===== config.mk =====
export PLATFORM = sky130hd
export DESIGN_NAME = dram_refresh_sequencer
export DESIGN_NICKNAME = d
export VERILOG_FILES = /design/src/rtl/dram_rfsh_pkg.sv /design/src/rtl/rfsh_interval_timer.sv /design/src/rtl/rfsh_owed_counter.sv /design/src/rtl/rfsh_cycle_fsm.sv /design/src/rtl/dram_refresh_sequencer.sv
export SDC_FILE = /design/constraint.sdc
export NUM_CORES = 1
export LEC_CHECK = 0
export BUFFER_PORTS_ARGS = -buffer_cell sky130_fd_sc_hd__buf_2
export CORE_MARGIN = 10
export CORE_UTILIZATION = 64
export CTS_BUF_LIST = sky130_fd_sc_hd__clkbuf_4
export CTS_CLUSTER_DIAMETER = 80
export CTS_CLUSTER_SIZE = 10
export DETAILED_ROUTE_END_ITERATION = 12
export GPL_ROUTABILITY_DRIVEN = 0
export PLACE_DENSITY = 0.87
export RECOVER_POWER = 25
export SLEW_MARGIN = 5
export SYNTH_ARGS = -nofsm -noshare
export SYNTH_HDL_FRONTEND = slang
export SYNTH_SLANG_ARGS = --single-unit
export TNS_END_PERCENT = 50

===== constraint.sdc =====
create_clock -name clk -period 4.2 [get_ports clk]
set_input_delay 0.42 -clock clk [delete_from_list [all_inputs] [get_ports clk]]
set_output_delay 0.42 -clock clk [all_outputs]
set_load 0.05 [all_outputs]

===== src/rtl/dram_rfsh_pkg.sv =====
package dram_rfsh_pkg;

    typedef enum logic [2:0] {
        SEQ_PAUSE,
        SEQ_WAIT_GNT,
        SEQ_CAS_LEAD,
        SEQ_RAS_ACTIVE,
        SEQ_PRECHARGE
    } seq_state_e;

    function automatic int ceil_div(input int num, input int den);
        return (num + den - 1) / den;
    endfunction

    function automatic int max2(input int a, input int b);
        return (a > b) ? a : b;
    endfunction

endpackage


===== src/rtl/rfsh_interval_timer.sv =====
module rfsh_interval_timer #(
    parameter int PERIOD_CYC = 3125
) (
    input  logic clk,
    input  logic rst_n,
    input  logic en,
    output logic tick
);
    localparam int CW = $clog2(PERIOD_CYC + 1);
    localparam logic [CW-1:0] LAST = CW'(PERIOD_CYC - 1);

    logic [CW-1:0] cnt_q;

    always_ff @(posedge clk or negedge rst_n) begin
        if (!rst_n) begin
            cnt_q <= '0;
        end else if (!en) begin
            cnt_q <= '0;
        end else if (cnt_q == LAST) begin
            cnt_q <= '0;
        end else begin
            cnt_q <= cnt_q + 1'b1;
        end
    end

    always_comb begin
        tick = en && (cnt_q == LAST);
    end

endmodule


===== src/rtl/rfsh_owed_counter.sv =====
module rfsh_owed_counter #(
    parameter int MAX_OWED  = 8,
    parameter int INIT_LOAD = 8
) (
    input  logic clk,
    input  logic rst_n,
    input  logic load_init,
    input  logic inc,
    input  logic dec,
    output logic any_owed
);
    localparam int OW = $clog2(MAX_OWED + 1);
    localparam logic [OW-1:0] CEIL = OW'(MAX_OWED);
    localparam logic [OW-1:0] BURST = OW'(INIT_LOAD);

    logic [OW-1:0] owed_q;

    always_ff @(posedge clk or negedge rst_n) begin
        if (!rst_n) begin
            owed_q <= '0;
        end else if (load_init) begin
            owed_q <= BURST;
        end else if (inc && !dec) begin
            if (owed_q != CEIL) begin
                owed_q <= owed_q + 1'b1;
            end
        end else if (dec && !inc) begin
            if (owed_q != '0) begin
                owed_q <= owed_q - 1'b1;
            end
        end
    end

    always_comb begin
        any_owed = (owed_q != '0);
    end

    assert_owed_bounded_R10 : assert property (
        @(posedge clk) disable iff (!rst_n) owed_q <= CEIL
    );

    assert_no_retire_at_zero_R10 : assert property (
        @(posedge clk) disable iff (!rst_n) dec |-> (owed_q != '0)
    );

endmodule


===== src/rtl/rfsh_cycle_fsm.sv =====
module rfsh_cycle_fsm
    import dram_rfsh_pkg::*;
#(
    parameter int PAUSE_CYC     = 40000,
    parameter int CAS_SETUP_CYC = 1,
    parameter int CAS_HOLD_CYC  = 2,
    parameter int RAS_LOW_CYC   = 12,
    parameter int PRE_CYC       = 10
) (
    input  logic clk,
    input  logic rst_n,
    input  logic gnt,
    input  logic any_owed,
    output logic load_init,
    output logic retire,
    output logic req,
    output logic ras_n,
    output logic ucas_n,
    output logic lcas_n,
    output logic we_n,
    output logic ready
);
    localparam int MAXD = max2(max2(PAUSE_CYC, CAS_SETUP_CYC), max2(RAS_LOW_CYC, PRE_CYC));
    localparam int DW = $clog2(MAXD + 1);
    localparam logic [DW-1:0] PAUSE_LD = DW'(PAUSE_CYC - 1);
    localparam logic [DW-1:0] SETUP_LD = DW'(CAS_SETUP_CYC - 1);
    localparam logic [DW-1:0] RAS_LD   = DW'(RAS_LOW_CYC - 1);
    localparam logic [DW-1:0] PRE_LD   = DW'(PRE_CYC - 1);
    localparam logic [DW-1:0] HOLD_TH  = DW'(RAS_LOW_CYC - CAS_HOLD_CYC);

    seq_state_e    state_q, state_d;
    logic [DW-1:0] dwell_q, dwell_d;
    logic          ready_q;
    logic          cas_low;

    // next-state logic
    always_comb begin
        state_d = state_q;
        dwell_d = dwell_q;
        unique case (state_q)
            SEQ_PAUSE: begin
                if (dwell_q == '0) begin
                    state_d = SEQ_WAIT_GNT;
                end else begin
                    dwell_d = dwell_q - 1'b1;
                end
            end
            SEQ_WAIT_GNT: begin
                if (any_owed && gnt) begin
                    state_d = SEQ_CAS_LEAD;
                    dwell_d = SETUP_LD;
                end
            end
            SEQ_CAS_LEAD: begin
                if (dwell_q == '0) begin
                    state_d = SEQ_RAS_ACTIVE;
                    dwell_d = RAS_LD;
                end else begin
                    dwell_d = dwell_q - 1'b1;
                end
            end
            SEQ_RAS_ACTIVE: begin
                if (dwell_q == '0) begin
                    state_d = SEQ_PRECHARGE;
                    dwell_d = PRE_LD;
                end else begin
                    dwell_d = dwell_q - 1'b1;
                end
            end
            SEQ_PRECHARGE: begin
                if (dwell_q == '0) begin
                    state_d = SEQ_WAIT_GNT;
                end else begin
                    dwell_d = dwell_q - 1'b1;
                end
            end
            default: begin
                state_d = SEQ_PAUSE;
                dwell_d = PAUSE_LD;
            end
        endcase
    end

    // state register
    always_ff @(posedge clk or negedge rst_n) begin
        if (!rst_n) begin
            state_q <= SEQ_PAUSE;
            dwell_q <= PAUSE_LD;
            ready_q <= 1'b0;
        end else begin
            state_q <= state_d;
            dwell_q <= dwell_d;
            if (state_q == SEQ_WAIT_GNT && !any_owed) begin
                ready_q <= 1'b1;
            end
        end
    end

    // outputs
    always_comb begin
        cas_low   = (state_q == SEQ_CAS_LEAD) ||
                    ((state_q == SEQ_RAS_ACTIVE) && (dwell_q >= HOLD_TH));
        ras_n     = (state_q != SEQ_RAS_ACTIVE);
        ucas_n    = !cas_low;
        lcas_n    = !cas_low;
        we_n      = 1'b1;
        req       = (state_q != SEQ_PAUSE) && any_owed;
        load_init = (state_q == SEQ_PAUSE) && (dwell_q == '0);
        retire    = (state_q == SEQ_PRECHARGE) && (dwell_q == '0);
        ready     = ready_q;
    end

    // checker state: length of the current row-strobe low phase
    logic [DW-1:0] ras_low_len;
    always_ff @(posedge clk or negedge rst_n) begin
        if (!rst_n) begin
            ras_low_len <= '0;
        end else if (!ras_n) begin
            ras_low_len <= ras_low_len + 1'b1;
        end else begin
            ras_low_len <= '0;
        end
    end

    assert_cas_before_ras_R4 : assert property (
        @(posedge clk) disable iff (!rst_n)
        $fell(ras_n) |-> $past(!ucas_n && !lcas_n)
    );

    assert_ras_width_R5 : assert property (
        @(posedge clk) disable iff (!rst_n)
        $rose(ras_n) |-> (ras_low_len == DW'(RAS_LOW_CYC))
    );

    assert_strobes_granted_R8 : assert property (
        @(posedge clk) disable iff (!rst_n)
        (!ras_n || !ucas_n || !lcas_n) |-> gnt
    );

    assert_req_release_R11 : assert property (
        @(posedge clk) disable iff (!rst_n)
        $fell(req) |-> $past(state_q == SEQ_PRECHARGE)
    );

endmodule


===== src/rtl/dram_refresh_sequencer.sv =====
module dram_refresh_sequencer
    import dram_rfsh_pkg::*;
#(
    parameter int CLK_MHZ       = 200,
    parameter int PAUSE_US      = 200,
    parameter int RETENTION_US  = 8000,
    parameter int ROWS          = 512,
    parameter int T_RAS_NS      = 60,
    parameter int T_RP_NS       = 40,
    parameter int T_RC_NS       = 110,
    parameter int CAS_SETUP_CYC = 1,
    parameter int CAS_HOLD_CYC  = 2,
    parameter int INIT_BURST    = 8,
    parameter int MAX_OWED      = 8
) (
    input  logic clk,
    input  logic rst_n,
    input  logic ref_gnt,
    output logic ref_req,
    output logic ras_n,
    output logic ucas_n,
    output logic lcas_n,
    output logic we_n,
    output logic init_done
);
    localparam int PAUSE_CYC    = PAUSE_US * CLK_MHZ;
    localparam int INTERVAL_CYC = (RETENTION_US * CLK_MHZ) / ROWS;
    localparam int RAS_MIN_CYC  = ceil_div(T_RAS_NS * CLK_MHZ, 1000);
    localparam int RAS_LOW_CYC  = max2(RAS_MIN_CYC, CAS_HOLD_CYC + 1);
    localparam int RP_CYC       = ceil_div(T_RP_NS * CLK_MHZ, 1000);
    localparam int RC_CYC       = ceil_div(T_RC_NS * CLK_MHZ, 1000);
    localparam int PRE_CYC      = max2(RP_CYC, RC_CYC - RAS_LOW_CYC);

    logic tick;
    logic any_owed;
    logic load_init;
    logic retire;

    rfsh_interval_timer #(
        .PERIOD_CYC (INTERVAL_CYC)
    ) u_timer (
        .clk   (clk),
        .rst_n (rst_n),
        .en    (init_done),
        .tick  (tick)
    );

    rfsh_owed_counter #(
        .MAX_OWED  (MAX_OWED),
        .INIT_LOAD (INIT_BURST)
    ) u_owed (
        .clk       (clk),
        .rst_n     (rst_n),
        .load_init (load_init),
        .inc       (tick),
        .dec       (retire),
        .any_owed  (any_owed)
    );

    rfsh_cycle_fsm #(
        .PAUSE_CYC     (PAUSE_CYC),
        .CAS_SETUP_CYC (CAS_SETUP_CYC),
        .CAS_HOLD_CYC  (CAS_HOLD_CYC),
        .RAS_LOW_CYC   (RAS_LOW_CYC),
        .PRE_CYC       (PRE_CYC)
    ) u_fsm (
        .clk       (clk),
        .rst_n     (rst_n),
        .gnt       (ref_gnt),
        .any_owed  (any_owed),
        .load_init (load_init),
        .retire    (retire),
        .req       (ref_req),
        .ras_n     (ras_n),
        .ucas_n    (ucas_n),
        .lcas_n    (lcas_n),
        .we_n      (we_n),
        .ready     (init_done)
    );

    assert_no_tick_before_ready_R9 : assert property (
        @(posedge clk) disable iff (!rst_n) !init_done |-> !tick
    );

    assert_ready_after_burst_R3 : assert property (
        @(posedge clk) disable iff (!rst_n) $rose(init_done) |-> !any_owed
    );

    assert_ready_sticky_R3 : assert property (
        @(posedge clk) disable iff (!rst_n) init_done |=> init_done
    );

endmodule


=== Word level (Yosys, flattened, before mapping) ===
Cells that the tools add are included.

* Add/subtract/negate cells: 4
* Equal/unequal tests: 13
* Reductions and logical operators: 24
* Muxes and demuxes: 17
* $lt $le $gt $ge: 1

{| class="wikitable"
|+ Operator list
! cell !! count
|-
| two-way mux 16 bit || 4
|-
| case mux 16 bit (4 select lines) || 1
|-
| two-way mux 12 bit || 2
|-
| two-way mux 4 bit || 5
|-
| greater-or-equal comparator 16 x 4 -> 1 bit, second input constant || 1
|-
| zero test 16 bit || 1
|-
| subtractor 16 x 1 -> 16 bit, second input constant || 1
|-
| adder 12 x 1 -> 12 bit, second input constant || 1
|-
| equality test 12 bit, second input constant || 1
|-
| two-way mux 3 bit || 4
|-
| case mux 3 bit (4 select lines) || 1
|-
| logical AND 1 bit || 9
|-
| nonzero test 3 bit || 3
|-
| inequality test 2 x 1 -> 1 bit, second input constant || 4
|-
| equality test 3 x 2 -> 1 bit, second input constant || 2
|-
| adder 4 x 1 -> 4 bit, second input constant || 1
|-
| zero test 1 bit || 4
|-
| inequality test 4 bit, second input constant || 1
|-
| AND reduction 4 bit || 1
|-
| nonzero test 4 bit || 1
|-
| subtractor 4 x 1 -> 4 bit, second input constant || 1
|-
| equality test 3 x 1 -> 1 bit, second input constant || 1
|-
| equality test 3 bit, second input constant || 1
|-
| zero test 3 bit || 1
|-
| 7 further kinds || 7
|}

* Output and inout bits: 6
* Flip-flop bits (word level): 36
* Bits of input ports: 3
* Word-level logic and storage cells: 64

=== Longest topological paths before layout ===
Gate-level depths: netlist (run 1).

* Depth in word-level cells: 7
* Mapped depth: 15
* Mapped depth without buffers: 13

=== Hierarchy ===
From an unflattened synthesis (run 1), not the netlist that was laid out.

* Cell total of the unflattened synthesis: 257
* Area total of the unflattened synthesis: 2,372.3 um^2

{| class="wikitable"
|+ Modules (own cells, without submodules)
! module !! cells each !! times used !! area each (um^2)
|-
| rfsh_cycle_fsm || 162 || 1 || 1,401.3
|-
| rfsh_interval_timer || 66 || 1 || 654.4
|-
| rfsh_owed_counter || 29 || 1 || 316.6
|}

=== Least setup slack after synthesis (run 1) ===
OpenSTA, ideal clock, no wires.

* Path kind: reg2reg
* Start: register u_fsm.dwell_q[0]
* End: register u_owed.owed_q[3]
* Setup slack: 1,247 ps
* Arrival: 2,822 ps
* Clock period less this slack: 2,953 ps
* Required time: 4,069 ps
* Stages on the path, launching flop included: 16
* Setup time: 131 ps
* Cells stage by stage: dfstp_2 > inv_1 > ha_1 > nor4b_1 > and4_1 > buf_2 > buf_4 > nand3_1 > ha_1 > inv_1 > ha_1 > nand2_1 > o21a_1 > o21ai_1 > nor3_1 > or3_1

* Word-level cells in the longest chain between the ends: 6
* Elaborated cells between the ends (all ways): 12
* Classes of those cells: eq/ne: 1; mux: 2; reduce/logical: 9

{| class="wikitable"
|+ RTL lines
! what !! line !! source
|-
| start, declared || rfsh_cycle_fsm.sv:32 || <nowiki>logic [DW-1:0] dwell_q, dwell_d;</nowiki>
|-
| start signal, assigned || rfsh_cycle_fsm.sv:92 || <nowiki>dwell_q <= dwell_d;</nowiki>
|-
| zero test 16 bit * || rfsh_cycle_fsm.sv:108, rfsh_cycle_fsm.sv:109 ||
|-
| logical AND 1 bit || rfsh_cycle_fsm.sv:109 || <nowiki>retire = (state_q == SEQ_PRECHARGE) && (dwell_q == '0);</nowiki>
|-
| zero test 1 bit || rfsh_owed_counter.sv:23 || <nowiki>end else if (inc && !dec) begin</nowiki>
|-
| logical AND 1 bit || rfsh_owed_counter.sv:23 ||
|-
| inequality test 3 bit (no source line) (tied with other cells) || - ||
|-
| AND reduction 3 bit (no source line) / two-way mux 4 bit (equally long branches) || - ||
|-
| end signal, assigned || rfsh_owed_counter.sv:25 || <nowiki>owed_q <= owed_q + 1'b1;</nowiki>
|-
| end signal, assigned || rfsh_owed_counter.sv:29 || <nowiki>owed_q <= owed_q - 1'b1;</nowiki>
|-
| end, declared || rfsh_owed_counter.sv:16 || <nowiki>logic [OW-1:0] owed_q;</nowiki>
|}

Every way passes the cells marked *; elsewhere a longest branch is shown, timed or not.
A chain may end at the register's enable or synchronous reset.

=== Worst setup path after layout (run 1) ===
Same ends and word-level chain as after synthesis.

==> out/metrics.yaml, run 1 <==
drt:
  dr.pass1.iters: 5
  drcViolationCount: 0
  via_count: 1870
  wl_mm: 4.68
  ant_nets: 0
  drtIter0Drc: 102
  vias_per_cell: 6.19
  wire_per_inst_um: 15.5
logic_synthesis:
  yosys_register_bits: 36
  syn_inst: 254
  synth_area_um2: 2290
  async_flop_share_pct: 100
  muxShareOfSynthArea_pct: 0
  synthXorXnorAreaFrac_pct: 6.49
  yosys.area_share.simple_pct: 28.5
  synth_edf_count: 0
  syn_nets: 266
  syn_avg_cell_area_um2: 9.03
  yosysWarnings: 0
  synth_ff_type: "dfrtp_1"
  synth.distinct_cells: 52
  synthAdderAreaFrac_pct: 4.91
  synth_top_family_by_area: "simple AND/OR/NAND/NOR gates"
  synth-compound-area-share_pct: 15.5
  synth-seq-area-share_pct: 39.8
setup_path:
  path_class: "reg2reg"
  regToRegEndpoint: "u_owed.owed_q[3]$_DFFE_PN0P_"
  worstReg2RegStart: "u_fsm.dwell_q[0]$_DFFE_PN1P_"
  crit_arrival_ns: 3.51
  reg2reg_depth: 12
  slowest_delay_ns: 0.60
  endpoint_kind: "flip-flop"
  crit_slowest_cell: "and4_1"
  crit_path_frequent_cell: "ha_1"
  r2r_slack_ns: 0.91
  crit_chain: "inv_1 > ha_1 > nor4b_1 > and4_1 > nand3_1 > ha_1 > inv_1 > ha_1 > a21boi_0 > o22ai_1 > nor3_1 > or3_1"
  cp_data_required_time_ns: 4.42
  crit_fanout: 16
  cp-start-kind: "flip-flop"
clock_network:
  post_cts_resized: 0
  path_clk_slew_ns: 0.10
  clock_latency_ns: 0.34
  cts_buffer_depth: 2
  cts_hold_buf: 0
  htreeDepth: 2
  root_buffer: "clkbuf_4"
  cts_setup_buffers: 0
  cts_tree: "done"
  clock-sinks: 36
  cts_buffers: 5
job:
  max_cap_viol_count: 1
sta:
  finClkSkew_ns: 0.0101
  hold_slack_ns: 0.467
  finalCritPeriodShare_pct: 78.3
  max_slew.worst_pin.slew_ns: 1.89
  rsz0062_at_grt: "false"
  hold_violations: 0
  setup-tns-final_ns: 0
  setup_viol: 0
  slew_violations: 37
  slew_headroom_pct: -26.0
  max_freq_mhz: 304
  period_needed_ns: 3.29
floorplanning:
  fp.dieW_um: 79.9
  start_util_pct: 67.7
  core_um2: 3390
  dieArea_um2: 6380
  io_pins: 9
  dieHeight_um: 79.9
  row_count: 21
worst_hold_path:
  min_to: "u_fsm.state_q[0]$_DFFE_PN0P_"
  hold_start: "ref_gnt"
  whs_path_depth: 4
  hold_class: "in2reg"
run_status:
  violations: "capacitance limit, slew limit"
  status: "complete, but fails checks"
grt:
  first_global_vias: 1784
  grt_pass1_wl_mm: 8.27
  antenna_found_initial: 0
  grt_usage_pct: 16.0
  grt-ovfl-total: 0
  grt_max_degree: 37
pwr:
  ir_drop_mv: 0.146
  p_leak_nw: 0.954
  power_density_nw_per_um2: 252
finish:
  syn2layout_area_growth_pct: 4.09
  drive_gt1_share_pct: 13.3
  final_common_cell: "nor2_1"
  nets: 267
  mostFrequentLayoutCells: "nor2_1 (29), dfrtp_1 (26), nand2_1 (24), nor3_1 (12), o21ai_0 (12)"
  diodes: 0
placement:
  dp_hpwl_mm: 3.38
  numPortBuffers: 7
[synthesized netlist by cell type, drive strengths merged (3+ instances only)]
library cell / number / area (um^2)
inv: 7 / 26.3
nor3: 12 / 60.1
or3: 5 / 31.3
dfrtp: 26 / 651
clkbuf: 4 / 16.3
xor2: 11 / 96.3
nor2b: 4 / 25.0
nand2: 24 / 90.1
nand3: 11 / 55.1
or4: 3 / 26.3
nor3b: 4 / 30.0
nor2: 30 / 115
a211oi: 4 / 35.0
buf: 9 / 61.3
o211ai: 8 / 65.1
a21oi: 9 / 45.0
o31ai: 3 / 22.5
xnor2: 6 / 52.6
and2: 3 / 18.8
nor4: 7 / 80.1
dfstp: 10 / 263
nand2b: 3 / 18.8
ha: 9 / 113
o21ai: 18 / 90.1
[per-layer routing]
metal / up-vias / track usage [%] / wire length (um)
met2: 49 / 25.2 / 2340
met4: 0 / 5.63 / 60
met1: 904 / 20.5 / 2060
met5: - / 0 / 0
li1: 910 / - / -
met3: 7 / 4.50 / 220
[worst max-delay path by stage]
stage	start	endpoint	slack, ns	depth (start not counted)
finish	u_fsm.dwell_q[0]$_DFFE_PN1P_	u_owed.owed_q[3]$_DFFE_PN0P_	0.91	12
global route	u_fsm.dwell_q[0]$_DFFE_PN1P_	u_owed.owed_q[3]$_DFFE_PN0P_	0.70	13
CTS	u_fsm.dwell_q[0]$_DFFE_PN1P_	u_owed.owed_q[3]$_DFFE_PN0P_	0.94	12
detailed placement	u_fsm.dwell_q[0]$_DFFE_PN1P_	u_owed.owed_q[3]$_DFFE_PN0P_	0.95	12
global placement	u_fsm.dwell_q[0]$_DFFE_PN1P_	u_owed.owed_q[3]$_DFFE_PN0P_	1.11	13
floorplan	u_fsm.dwell_q[0]$_DFFE_PN1P_	u_owed.owed_q[3]$_DFFE_PN0P_	1.25	15
[logic make-up (layout without fill, tap and decap cells)]
| kind of cell | after synthesis | in the layout |
|---|---|---|
| buf+inv | 20 | 22 |
| fa+ha+maj | 9 | 9 |
| xor+xnor | 17 | 17 |
| other cells | 1 | 1 |
| flops | 36 | 36 |
| simple gates | 119 | 119 |
| compound gates | 52 | 52 |
[where the power goes]
part	leakage (nW)	internal [mW]	switching (mW)
Clock	0.0456	0.131	0.113
Sequential	0.443	0.347	0
Combinational	0.466	0.000676	0.00871
[registers in the layout, indices dropped and copies added, names as in the netlist]
| signal | count |
|---|---|
| u_timer.cnt_q | 12 |
| u_owed.owed_q | 4 |
| u_fsm.ready | 1 |
| u_fsm.dwell_q | 16 |
| u_fsm.state_q | 3 |
[critical path: cells and delay by family (launching register included)]
| kind | cells | cell delay, ns |
|---|---|---|
| AO/OA/AOI/OAI | 2 | 0.35 |
| adder cells (fa/ha/maj) | 3 | 0.70 |
| buffers and inverters | 2 | 0.18 |
| flip-flops | 1 | 0.40 |
| AND/OR/NAND/NOR | 5 | 1.53 |
[layout make-up]
| type | count | area, um^2 |
|---|---|---|
| sequential | 36 | 913 |
| multi-input combinational | 198 | 1280 |
| fill | 278 | 1000 |
| clock buffer | 6 | 45.0 |
| timing repair buffer | 7 | 33.8 |
| clock inverter | 2 | 35.0 |
| inverter | 7 | 26.3 |
| tap | 46 | 57.6 |
[metrics by stage]
step | util (%) | total power, mW | instance area (um^2) | cells | setup slack (ns)
floorplan | - | 0.356 | 2290 | 254 | 1.25
global placement | 68.1 | 0.363 | 2310 | 294 | 1.11
detailed placement | 68.1 | 0.363 | 2310 | 294 | 0.947
CTS | 70.5 | 0.607 | 2390 | 302 | 0.937
global route | 70.4 | 0.621 | 2390 | 302 | 0.702
finish | 70.4 | 0.601 | 2390 | 302 | 0.912
Note: power is estimated with default switching activity, not from simulation.
==> inputs of run 2 (changes only) <==
Clock period 4.2 ns to 3.05 ns, I/O delays scaled along.
==> run 2 against run 1 <==
Net effect:
- the flow still finishes with violations (capacitance limit, slew limit)
- combinational power is 38% higher
- clock power is 42% higher
- wire length is 6.5% higher
- critical endpoint unchanged
==> out/metrics.yaml, run 2 (synthesized netlist as in run 1, its figures left out) <==
sta:
  setup_viol: 0  # unchanged
  max_slew.worst_pin.slew_ns: 1.90  # +0.00881 ns
  finalCritPeriodShare_pct: 94.6  # +16 points
  period_needed_ns: 2.88  # -0.404 ns
  hold_slack_ns: 0.315  # -0.152 ns
  max_freq_mhz: 347  # +14%
  hold_violations: 0  # unchanged
  slew_violations: 37  # unchanged
  finClkSkew_ns: 0.00739  # -0.00274 ns
  slew_headroom_pct: -26.6  # -0.59 points
worst_hold_path:
  hold_class: "in2reg"
  whs_path_depth: 4  # unchanged
drt:
  wl_mm: 4.98  # +6.5%
  drcViolationCount: 0  # unchanged
  wire_per_inst_um: 16.1  # +4.1%
  vias_per_cell: 6.08  # -1.8%
  drtIter0Drc: 121  # +19%
  dr.pass1.iters: 4  # -1
  ant_nets: 0  # unchanged
  via_count: 1879  # +0.48%
clock_network:
  path_clk_slew_ns: 0.12  # +0.02 ns
  root_buffer: "clkbuf_4"
  cts_hold_buf: 0  # unchanged
  cts_tree: "done"
  cts_buffer_depth: 2  # unchanged
  clock-sinks: 36  # unchanged
  htreeDepth: 2  # unchanged
  cts_buffers: 5  # unchanged
  clock_latency_ns: 0.35  # about the same
grt:
  first_global_vias: 1960  # +9.9%
  antenna_found_initial: 0  # unchanged
  grt-ovfl-total: 0  # unchanged
  grt_usage_pct: 17.5  # +1.5 points
  grt_max_degree: 37  # unchanged
  grt_pass1_wl_mm: 9.03  # +9.1%
setup_path:
  slowest_delay_ns: 0.58  # -0.02 ns
  crit_fanout: 5  # -11
  reg2reg_depth: 13  # +1
  crit_arrival_ns: 3.12  # -0.39 ns
  path_delay_family: "simple AND/OR/NAND/NOR gates"
  crit_chain: "inv_1 > ha_1 > nor4b_2 > and4_1 > nand3_1 > ha_1 > inv_1 > ha_1 > nand2_1 > o21a_1 > o21ai_2 > nor3_1 > or3_1"
  cp_num_cells: 13  # +1
  cp_data_required_time_ns: 3.28  # -1.14 ns
  worst-path-buf-inv: 2  # unchanged
  cp-start-kind: "flip-flop"
  crit_path_frequent_cell: "ha_1"
  crit_slowest_cell: "dfstp_2"
  path_class: "reg2reg"
  endpoint_kind: "flip-flop"
placement:
  dp.cells: 298  # +1.4%
  dp_hpwl_mm: 3.33  # -1.5%
  placed_area_um2: 2340  # +1.3%
  numPortBuffers: 7  # unchanged
pwr:
  p_leak_nw: 0.987  # +3.5%
  ir_drop_mv: 0.216  # +47%
  power_density_nw_per_um2: 342  # +36%
finish:
  regMostFlops: "u_fsm.dwell_q"
  nets: 274  # +2.6%
  reg_top3: "u_fsm.dwell_q x16, u_timer.cnt_q x12, u_owed.owed_q x4"
  final_common_cell: "nor2_1"
  diodes: 0  # unchanged
  final_cell_area_um2: 2460  # +2.9%
  drive_gt1_share_pct: 16.7  # +3.4 points
  largest_register_ff_count: 16  # unchanged
  mostFrequentLayoutCells: "nor2_1 (29), dfrtp_1 (26), nand2_1 (24), nor3_1 (12), o21ai_0 (12)"
  syn2layout_area_growth_pct: 7.09
  fin_cells: 309  # +2.3%
floorplanning:
  dieArea_um2: 6380  # unchanged
  fp.dieW_um: 79.9  # unchanged
  start_util_pct: 67.7  # unchanged
  io_pins: 9  # unchanged
  row_count: 21  # unchanged
  core_um2: 3390  # unchanged
  dieHeight_um: 79.9  # unchanged
run_status:
  violations: "capacitance limit, slew limit"
  status: "complete, but fails checks"
job:
  max_cap_viol_count: 1  # unchanged
[run 2: per-layer routing]
metal / global-route usage, % / part of all wire, % / up-vias
met4: 8.80 / 2.5 / 0
met1: 22.2 / 45 / 899
met5: 0 / 0 / -
li1: - / - / 923
met3: 3.38 / 3.2 / 17
met2: 27.5 / 49 / 40
[run 2: final timing paths]
kind | startpoint | end | slack (ns)
setup / recovery | u_fsm.dwell_q[0]$_DFFE_PN1P_ | u_owed.owed_q[3]$_DFFE_PN0P_ | 0.17
hold / removal | ref_gnt | u_fsm.state_q[0]$_DFFE_PN0P_ | 0.31
setup reg to reg | u_fsm.dwell_q[0]$_DFFE_PN1P_ | u_owed.owed_q[3]$_DFFE_PN0P_ | 0.17
hold reg to reg | u_timer.cnt_q[0]$_DFF_PN0_ | u_timer.cnt_q[0]$_DFF_PN0_ | 0.51
max in group asynchronous | rst_n | u_fsm.state_q[2]$_DFFE_PN0P_ | 1.50
min in group asynchronous | rst_n | u_timer.cnt_q[2]$_DFF_PN0_ | 0.46
[run 2: area by class of cell]
type                            instances  area (um^2)
Sequential cell                        36          913
Clock inverter                          3         42.5
Multi-Input combinational cell        198         1290
Tap cell                               46         57.6
Timing Repair Buffer                   14         86.3
Clock buffer                            5         37.5
Fill cell                             234          933
Inverter                                7         26.3
[run 2: timing repair]
action	4_1_cts	5_1_grt
setup buffers	0	3
gates resized for setup	0	3
setup endpoints to repair	0	1
[run 2: worst register-to-register path, delay by kind of cell, from the launching register on]
family / cells / cell delay, ns
adder cells (fa/ha/maj): 3 / 0.72
AO/OA/AOI/OAI: 2 / 0.33
flip-flops: 1 / 0.58
buffers and inverters: 2 / 0.13
AND/OR/NAND/NOR: 6 / 1.04
[run 2: metrics by stage]
stage / setup TNS, ns / setup WS (ns) / power, mW / utilization, %
floorplan: 0 / 0.0970 / 0.491 / -
global placement: 0 / 0.230 / 0.500 / 69.0
detailed placement: 0 / 0.0923 / 0.500 / 69.0
CTS: 0 / 0.0337 / 0.846 / 71.4
global route: -0.0148 / -0.0148 / 0.866 / 72.5
finish: 0 / 0.166 / 0.839 / 72.5
[run 2: where the power goes]
group / internal (mW) / leakage [nW] / total, mW / switching, mW
registers: 0.478 / 0.443 / 0.478 / 0
clock network: 0.171 / 0.0412 / 0.348 / 0.177
logic: 0.000930 / 0.503 / 0.0130 / 0.0120
total: 0.650 / 0.987 / 0.839 / 0.189
